--- src/rtl/pcm_port_pkg.sv ---
package pcm_port_pkg;
  localparam int unsigned LIN_W = 14;
  localparam int unsigned CMP_W = 8;

  typedef struct packed {
    logic lin;
    logic alaw;
    logic dec_off;
  } frame_cfg_t;

  function automatic logic [LIN_W-1:0] idle_code(input logic lin, input logic alaw);
    if (lin) idle_code = '0;
    else if (alaw) idle_code = LIN_W'(8'hD5);
    else idle_code = LIN_W'(8'hFF);
  endfunction
endpackage

--- src/rtl/pcm_frame_ctl.sv ---
module pcm_frame_ctl
  import pcm_port_pkg::*;
#(
  parameter int unsigned MAXW = LIN_W,
  parameter int unsigned MINW = CMP_W,
  localparam int unsigned CW = $clog2(MAXW)
) (
  input  logic       clk,
  input  logic       rst_n,
  input  logic       bclk_i,
  input  logic       fsync_i,
  input  logic       short_i,
  input  logic       pd_i,
  input  frame_cfg_t cfg_i,
  output logic       start_o,
  output logic       shift_o,
  output logic       cap_o,
  output logic       last_o,
  output logic       active_o,
  output frame_cfg_t cfg_o
);
  localparam logic [CW-1:0] LAST_LIN = CW'(MAXW - 1);
  localparam logic [CW-1:0] LAST_CMP = CW'(MINW - 1);

  logic bclk_q, bclk_d;
  logic sync_q, sync_d;
  logic arm_q, arm_d;
  logic active_q, active_d;
  logic [CW-1:0] cnt_q, cnt_d;
  frame_cfg_t cfg_q, cfg_d;
  logic rise, fall, start, last;

  assign rise  = bclk_i & ~bclk_q;
  assign fall  = ~bclk_i & bclk_q;
  assign start = ~pd_i & rise & (short_i ? arm_q : (fsync_i & ~sync_q));
  assign last  = (cnt_q == (cfg_q.lin ? LAST_LIN : LAST_CMP));

  always_comb begin
    bclk_d   = bclk_i;
    sync_d   = sync_q;
    arm_d    = arm_q;
    active_d = active_q;
    cnt_d    = cnt_q;
    cfg_d    = cfg_q;
    if (pd_i) begin
      sync_d   = 1'b0;
      arm_d    = 1'b0;
      active_d = 1'b0;
      cnt_d    = '0;
    end else if (rise) begin
      sync_d = fsync_i;
      arm_d  = short_i & fsync_i;
      if (start) begin
        active_d = 1'b1;
        cnt_d    = '0;
        cfg_d    = cfg_i;
      end else if (active_q) begin
        if (last) active_d = 1'b0;
        else cnt_d = cnt_q + 1'b1;
      end
    end
  end

  always_ff @(posedge clk or negedge rst_n) begin
    if (!rst_n) begin
      bclk_q   <= 1'b0;
      sync_q   <= 1'b0;
      arm_q    <= 1'b0;
      active_q <= 1'b0;
      cnt_q    <= '0;
      cfg_q    <= '0;
    end else begin
      bclk_q   <= bclk_d;
      sync_q   <= sync_d;
      arm_q    <= arm_d;
      active_q <= active_d;
      cnt_q    <= cnt_d;
      cfg_q    <= cfg_d;
    end
  end

  assign start_o  = start;
  assign shift_o  = ~pd_i & rise & active_q & ~last & ~start;
  assign cap_o    = ~pd_i & fall & active_q;
  assign last_o   = last;
  assign active_o = active_q;
  assign cfg_o    = cfg_q;

  // power-down closes any open frame on the next cycle
  p_pd_halts_r2: assert property (@(posedge clk) disable iff (!rst_n)
    pd_i |=> !active_q);
  // a frame start opens the window at bit zero
  p_start_opens_r3: assert property (@(posedge clk) disable iff (!rst_n)
    start |=> (active_q && cnt_q == '0));
  // the bit counter never passes the word length latched for the frame
  p_cnt_bound_r5: assert property (@(posedge clk) disable iff (!rst_n)
    active_q |-> (cnt_q <= (cfg_q.lin ? LAST_LIN : LAST_CMP)));
endmodule

--- src/rtl/pcm_tx_shift.sv ---
module pcm_tx_shift
  import pcm_port_pkg::*;
#(
  parameter int unsigned MAXW = LIN_W,
  parameter int unsigned MINW = CMP_W
) (
  input  logic            clk,
  input  logic            rst_n,
  input  logic            load_i,
  input  logic            shift_i,
  input  logic            active_i,
  input  logic            pd_i,
  input  logic            lin_i,
  input  logic            alaw_i,
  input  logic            coder_off_i,
  input  logic [MAXW-1:0] word_i,
  output logic            sd_o
);
  localparam int unsigned PAD = MAXW - MINW;

  logic [MAXW-1:0] sh_q, sh_d, src;

  always_comb begin
    src = coder_off_i ? idle_code(lin_i, alaw_i) : word_i;
    sh_d = sh_q;
    if (load_i) begin
      if (lin_i) sh_d = src;
      else sh_d = {src[MINW-1:0], {PAD{1'b0}}};
    end else if (shift_i) begin
      sh_d = {sh_q[MAXW-2:0], 1'b0};
    end
  end

  always_ff @(posedge clk or negedge rst_n) begin
    if (!rst_n) sh_q <= '0;
    else sh_q <= sh_d;
  end

  assign sd_o = pd_i | (active_i & sh_q[MAXW-1]);
endmodule

--- src/rtl/pcm_rx_shift.sv ---
module pcm_rx_shift
  import pcm_port_pkg::*;
#(
  parameter int unsigned MAXW = LIN_W,
  parameter int unsigned MINW = CMP_W
) (
  input  logic            clk,
  input  logic            rst_n,
  input  logic            cap_i,
  input  logic            last_i,
  input  logic            sd_i,
  input  frame_cfg_t      cfg_i,
  output logic [MAXW-1:0] word_o,
  output logic            valid_o
);
  localparam int unsigned PAD = MAXW - MINW;

  logic [MAXW-1:0] sr_q, sr_d, word_q, word_d, full;
  logic valid_q, valid_d;

  always_comb begin
    sr_d    = sr_q;
    word_d  = word_q;
    valid_d = 1'b0;
    full    = {sr_q[MAXW-2:0], sd_i};
    if (cap_i) begin
      sr_d = full;
      if (last_i) begin
        valid_d = 1'b1;
        if (cfg_i.dec_off) word_d = idle_code(cfg_i.lin, cfg_i.alaw);
        else if (cfg_i.lin) word_d = full;
        else word_d = {{PAD{1'b0}}, full[MINW-1:0]};
      end
    end
  end

  always_ff @(posedge clk or negedge rst_n) begin
    if (!rst_n) begin
      sr_q    <= '0;
      word_q  <= '0;
      valid_q <= 1'b0;
    end else begin
      sr_q    <= sr_d;
      word_q  <= word_d;
      valid_q <= valid_d;
    end
  end

  assign word_o  = word_q;
  assign valid_o = valid_q;

  // the receive strobe lasts a single clock
  p_strobe_single_r9: assert property (@(posedge clk) disable iff (!rst_n)
    valid_q |=> !valid_q);
  // a companded word carries zeros above its eight bits
  p_cmp_pad_r9: assert property (@(posedge clk) disable iff (!rst_n)
    (valid_q && !$past(cfg_i.lin)) |-> (word_q[MAXW-1:MINW] == '0));
endmodule

--- src/rtl/pcm_frame_port.sv ---
module pcm_frame_port
  import pcm_port_pkg::*;
#(
  parameter int unsigned MAXW = LIN_W,
  parameter int unsigned MINW = CMP_W
) (
  input  logic            clk,
  input  logic            rst_n,
  input  logic            bclk_i,
  input  logic            fsync_i,
  input  logic            sd_i,
  output logic            sd_o,
  input  logic            short_mode_i,
  input  logic            linear_i,
  input  logic            alaw_i,
  input  logic            coder_off_i,
  input  logic            decoder_off_i,
  input  logic            pwr_down_i,
  input  logic [MAXW-1:0] tx_word_i,
  output logic [MAXW-1:0] rx_word_o,
  output logic            rx_valid_o
);
  frame_cfg_t cfg_in, cfg_q;
  logic start, shift, cap, last, active;

  assign cfg_in = '{lin: linear_i, alaw: alaw_i, dec_off: decoder_off_i};

  pcm_frame_ctl #(.MAXW(MAXW), .MINW(MINW)) u_ctl (
    .clk(clk), .rst_n(rst_n), .bclk_i(bclk_i), .fsync_i(fsync_i),
    .short_i(short_mode_i), .pd_i(pwr_down_i), .cfg_i(cfg_in),
    .start_o(start), .shift_o(shift), .cap_o(cap), .last_o(last),
    .active_o(active), .cfg_o(cfg_q)
  );

  pcm_tx_shift #(.MAXW(MAXW), .MINW(MINW)) u_tx (
    .clk(clk), .rst_n(rst_n), .load_i(start), .shift_i(shift),
    .active_i(active), .pd_i(pwr_down_i), .lin_i(linear_i),
    .alaw_i(alaw_i), .coder_off_i(coder_off_i), .word_i(tx_word_i),
    .sd_o(sd_o)
  );

  pcm_rx_shift #(.MAXW(MAXW), .MINW(MINW)) u_rx (
    .clk(clk), .rst_n(rst_n), .cap_i(cap), .last_i(last), .sd_i(sd_i),
    .cfg_i(cfg_q), .word_o(rx_word_o), .valid_o(rx_valid_o)
  );

  // with no window open and power on, the line rests low
  p_quiet_line_r6: assert property (@(posedge clk) disable iff (!rst_n)
    (!pwr_down_i && !active) |-> !sd_o);
  // no receive strobe is raised while powered down
  p_pd_no_strobe_r2: assert property (@(posedge clk) disable iff (!rst_n)
    $past(pwr_down_i) |-> !rx_valid_o);
endmodule

--- config.mk ---
export PLATFORM = sky130hd
export DESIGN_NAME = pcm_frame_port
export DESIGN_NICKNAME = d
export VERILOG_FILES = /design/src/rtl/pcm_port_pkg.sv /design/src/rtl/pcm_frame_ctl.sv /design/src/rtl/pcm_tx_shift.sv /design/src/rtl/pcm_rx_shift.sv /design/src/rtl/pcm_frame_port.sv
export SDC_FILE = /design/constraint.sdc
export NUM_CORES = 1
export LEC_CHECK = 0
export BUFFER_PORTS_ARGS = -buffer_cell sky130_fd_sc_hd__buf_2
export CAP_MARGIN = 30
export CORE_ASPECT_RATIO = 2
export CORE_MARGIN = 3
export CORE_UTILIZATION = 56
export DETAILED_ROUTE_END_ITERATION = 7
export GPL_TIMING_DRIVEN = 0
export PLACE_DENSITY = 0.8
export SLEW_MARGIN = 25
export SYNTH_ARGS = -nofsm -noshare
export SYNTH_HDL_FRONTEND = slang
export SYNTH_SLANG_ARGS = --single-unit
--- constraint.sdc ---
create_clock -name clk -period 2.1 [get_ports clk]
set_input_delay 0 -clock clk [delete_from_list [all_inputs] [get_ports clk]]
set_output_delay 0 -clock clk [all_outputs]
set_load 0.1 [all_outputs]
==> results_dict.tcl <==
set metrics [dict create \
    startpoint_type "register" \
    ys_seq_area_frac 0.531 \
    start_util 0.593 \
    synth.net_count 260 \
    maxCapViolCount 0 \
    cts_tree "done" \
    required_ns 2.27 \
    netlist_instances 234 \
    die_h_um 100 \
    post_cts_resized 0 \
    grt_overflow 0 \
    async_flop_share 1.00 \
    yosys-top-cells-area "dfrtp_1 53%, mux2_2 5.9%, nand2_1 5.7%" \
    antenna_found_initial 0 \
    tightest_slew_ns 0.642 \
    diodes 0 \
    synth.avg_cell_area_um2 10.7 \
    cts_buffers 5 \
    synthToLayoutAreaGrowth_pct 17.7 \
    rsz0062_at_grt "false" \
    core_um2 4210 \
    dp.final_hpwl_mm 3.75 \
    setup_tns_ns 0 \
    grt_util_all_layers 0.216 \
    grt_max_degree 54 \
    drt-vias-per-instance 5.65 \
    skew_ns 0.0129 \
    drt-pass1-iter-count 4 \
    syn-cell-area_um2 2500 \
    critPathKind "register to register" \
    nets 315 \
    finalCritPeriodShare 0.909 \
    drtIter0Drc 37 \
    h-tree-depth 2 \
    clock-sinks 53 \
    num_vias 1931 \
    cp_cell_sequence "clkbuf_1, and4bb_4, o211ai_1, clkbuf_1, buf_2, nand2_1, o21ai_0" \
    yosys.area.top_type "dfrtp_1" \
    grt_pass1_vias 1923 \
    synthTopCellsByCount "53 x dfrtp_1, 38 x nand2_1, 17 x o21ai_0, 16 x a21oi_1, 13 x mux2_2" \
    clk_pin_slew_ns 0.10 \
    clockBufferDepth 2 \
    ant_nets 0 \
    status "complete, no violations" \
    finalWirelength_mm 5.04 \
    finalCriticalPeriod_ns 1.91 \
    cts.root.buffer_cell "clkbuf_8" \
    dieArea_um2 5350 \
    hp-class "input port to register" \
    cp_data_arrival_time_ns 2.08 \
    gp_congestion 0.844 \
    drc 0 \
    setup_viol 0 \
    num_rows 33 \
    ys_ff_latch 53 \
    crit_top_cell "clkbuf_1" \
    slew_headroom 0.572 \
    io_pins 41 \
    yosysMostFrequentCell "dfrtp_1" \
    vdd_drop_max_mv 0.552 \
    worst_setup_path_end_kind "register" \
    hold_viol 0 \
    cellPowerDensity_nw_per_um2 684 \
    die_w_um 53.2 \
    worstPathMaxFanout 10 \
    p_leak_nw 1.42 \
    yosys_warnings 0 \
    critical_path.max_stage_delay_ns 0.36 \
    post-synth-top-area-fraction 0.531 \
    grt_pass1_wl_mm 8.60 \
    fmax_ghz 0.524 \
    r2r_slack_ns 0.19 \
    utilization 0.698 \
    crit_path_top_delay_cell "and4bb_4" \
    ys.flop_type "dfrtp_1" \
    synth-edff-count 0 \
    wire_per_inst_um 14.7 \
    insertion_delay_ns 0.31 \
    drive_gt1_frac 0.279 \
    portBuffers 39 \
    drv_slew 0 \
    synth_cell_types 44 \
]
layout make-up:
cell class / instances / area, um^2
multi-input combinational: 161 / 1060
buffer: 16 / 93.8
inverter: 4 / 15.0
clock buffer: 5 / 68.8
timing repair buffer: 48 / 288
tap: 52 / 65.1
fill: 349 / 1270
clock inverter: 3 / 21.3
sequential: 53 / 1330
flip-flops by register name, indices dropped and copies added, names as in the netlist:
name	cells
u_ctl.active_o	1
u_ctl.arm_q	1
u_ctl.bclk_q	1
u_ctl.cfg_o	3
u_ctl.cnt_q	4
u_ctl.sync_q	1
u_rx.sr_q	13
u_rx.valid_o	1
u_rx.word_o	14
u_tx.sh_q	14
timing repair:
action                    CTS  global route
setup buffers               0             0
hold buffers                9             0
hold endpoints to repair   65             0
report_power, final:
part	total, W	switching (W)	internal (W)	leakage, nW
Clock	0.000578	0.000341	0.000237	0.0445
Combinational	0.000283	0.000150	0.000133	0.654
Sequential	0.00115	0.0000544	0.00110	0.721
Total	0.00201	0.000545	0.00147	1.42
cell families after synthesis:
kind of cell               synth area share
adders and majority gates           0.00501
DFF                                   0.531
muxes                                0.0586
buffers and inverters                0.0436
AOI/OAI and AO/OA                     0.198
and+or+nand+nor                       0.164
critical path: cells and delay by family (launching register included):
kind            cells  cell delay [ns]
simple gates        2             0.44
flops               1             0.33
buf+inv             3             0.79
compound gates      2             0.22
stage by stage:
| stage | hold WS, ns | total power (W) | setup slack [ns] | std cells | cell area (um^2) |
|---|---|---|---|---|---|
| final | 0.0344 | 0.00201 | 0.190 | 342 | 2940 |
| after detailed placement | 0.0717 | 0.00144 | 0.198 | 325 | 2760 |
| after global placement | 0.151 | 0.00143 | 0.260 | 325 | 2760 |
| after CTS | 0.0245 | 0.00203 | 0.181 | 342 | 2940 |
| after floorplan | -0.296 | 0.00134 | 0.421 | 234 | 2500 |
| after global routing | 0.0470 | 0.00211 | 0.0300 | 342 | 2940 |
layout by cell type, fill, tap and decap left out, types with 2 or more instances in the layout:
master,n
dlygate4sd3_1,9
o211ai_1,2
clkbuf_8,5
a2bb2oi_1,4
nand2b_1,5
a21o_2,2
a21oi_1,16
nor2b_1,3
a221o_1,10
nand4_1,2
a221o_2,3
nand3_1,3
inv_1,4
buf_2,41
dfrtp_1,53
clkbuf_1,9
and3_1,5
nor2_1,9
buf_6,4
mux2_2,13
o21ai_0,17
nand2_1,38
a31oi_1,3
nor3_1,2
a21o_1,3
final timing paths:
| check | from | endpoint | depth (start not counted) |
|---|---|---|---|
| min in group asynchronous | rst_n | u_rx.word_o[1]$_DFFE_PN0P_ | 2 |
| max | u_ctl.active_o$_DFFE_PN0P_ | u_rx.word_o[0]$_DFFE_PN0P_ | 7 |
| min | tx_word_i[5] | u_tx.sh_q[5]$_DFFE_PN0P_ | 3 |
| max reg2reg | u_ctl.active_o$_DFFE_PN0P_ | u_rx.word_o[0]$_DFFE_PN0P_ | 7 |
| min reg2reg | u_rx.word_o[6]$_DFFE_PN0P_ | u_rx.word_o[6]$_DFFE_PN0P_ | 2 |
| max in group asynchronous | rst_n | u_rx.sr_q[8]$_DFFE_PN0P_ | 2 |
layer usage:
metal / wire length [um] / GRT usage / up-vias
met4: 116 / 0.0846 / 0
met3: 150 / 0.0296 / 10
li1: - / - / 955
met5: 0 / 0 / -
met2: 2840 / 0.397 / 39
met1: 1930 / 0.235 / 927
Power figures use the tool's default switching activity.
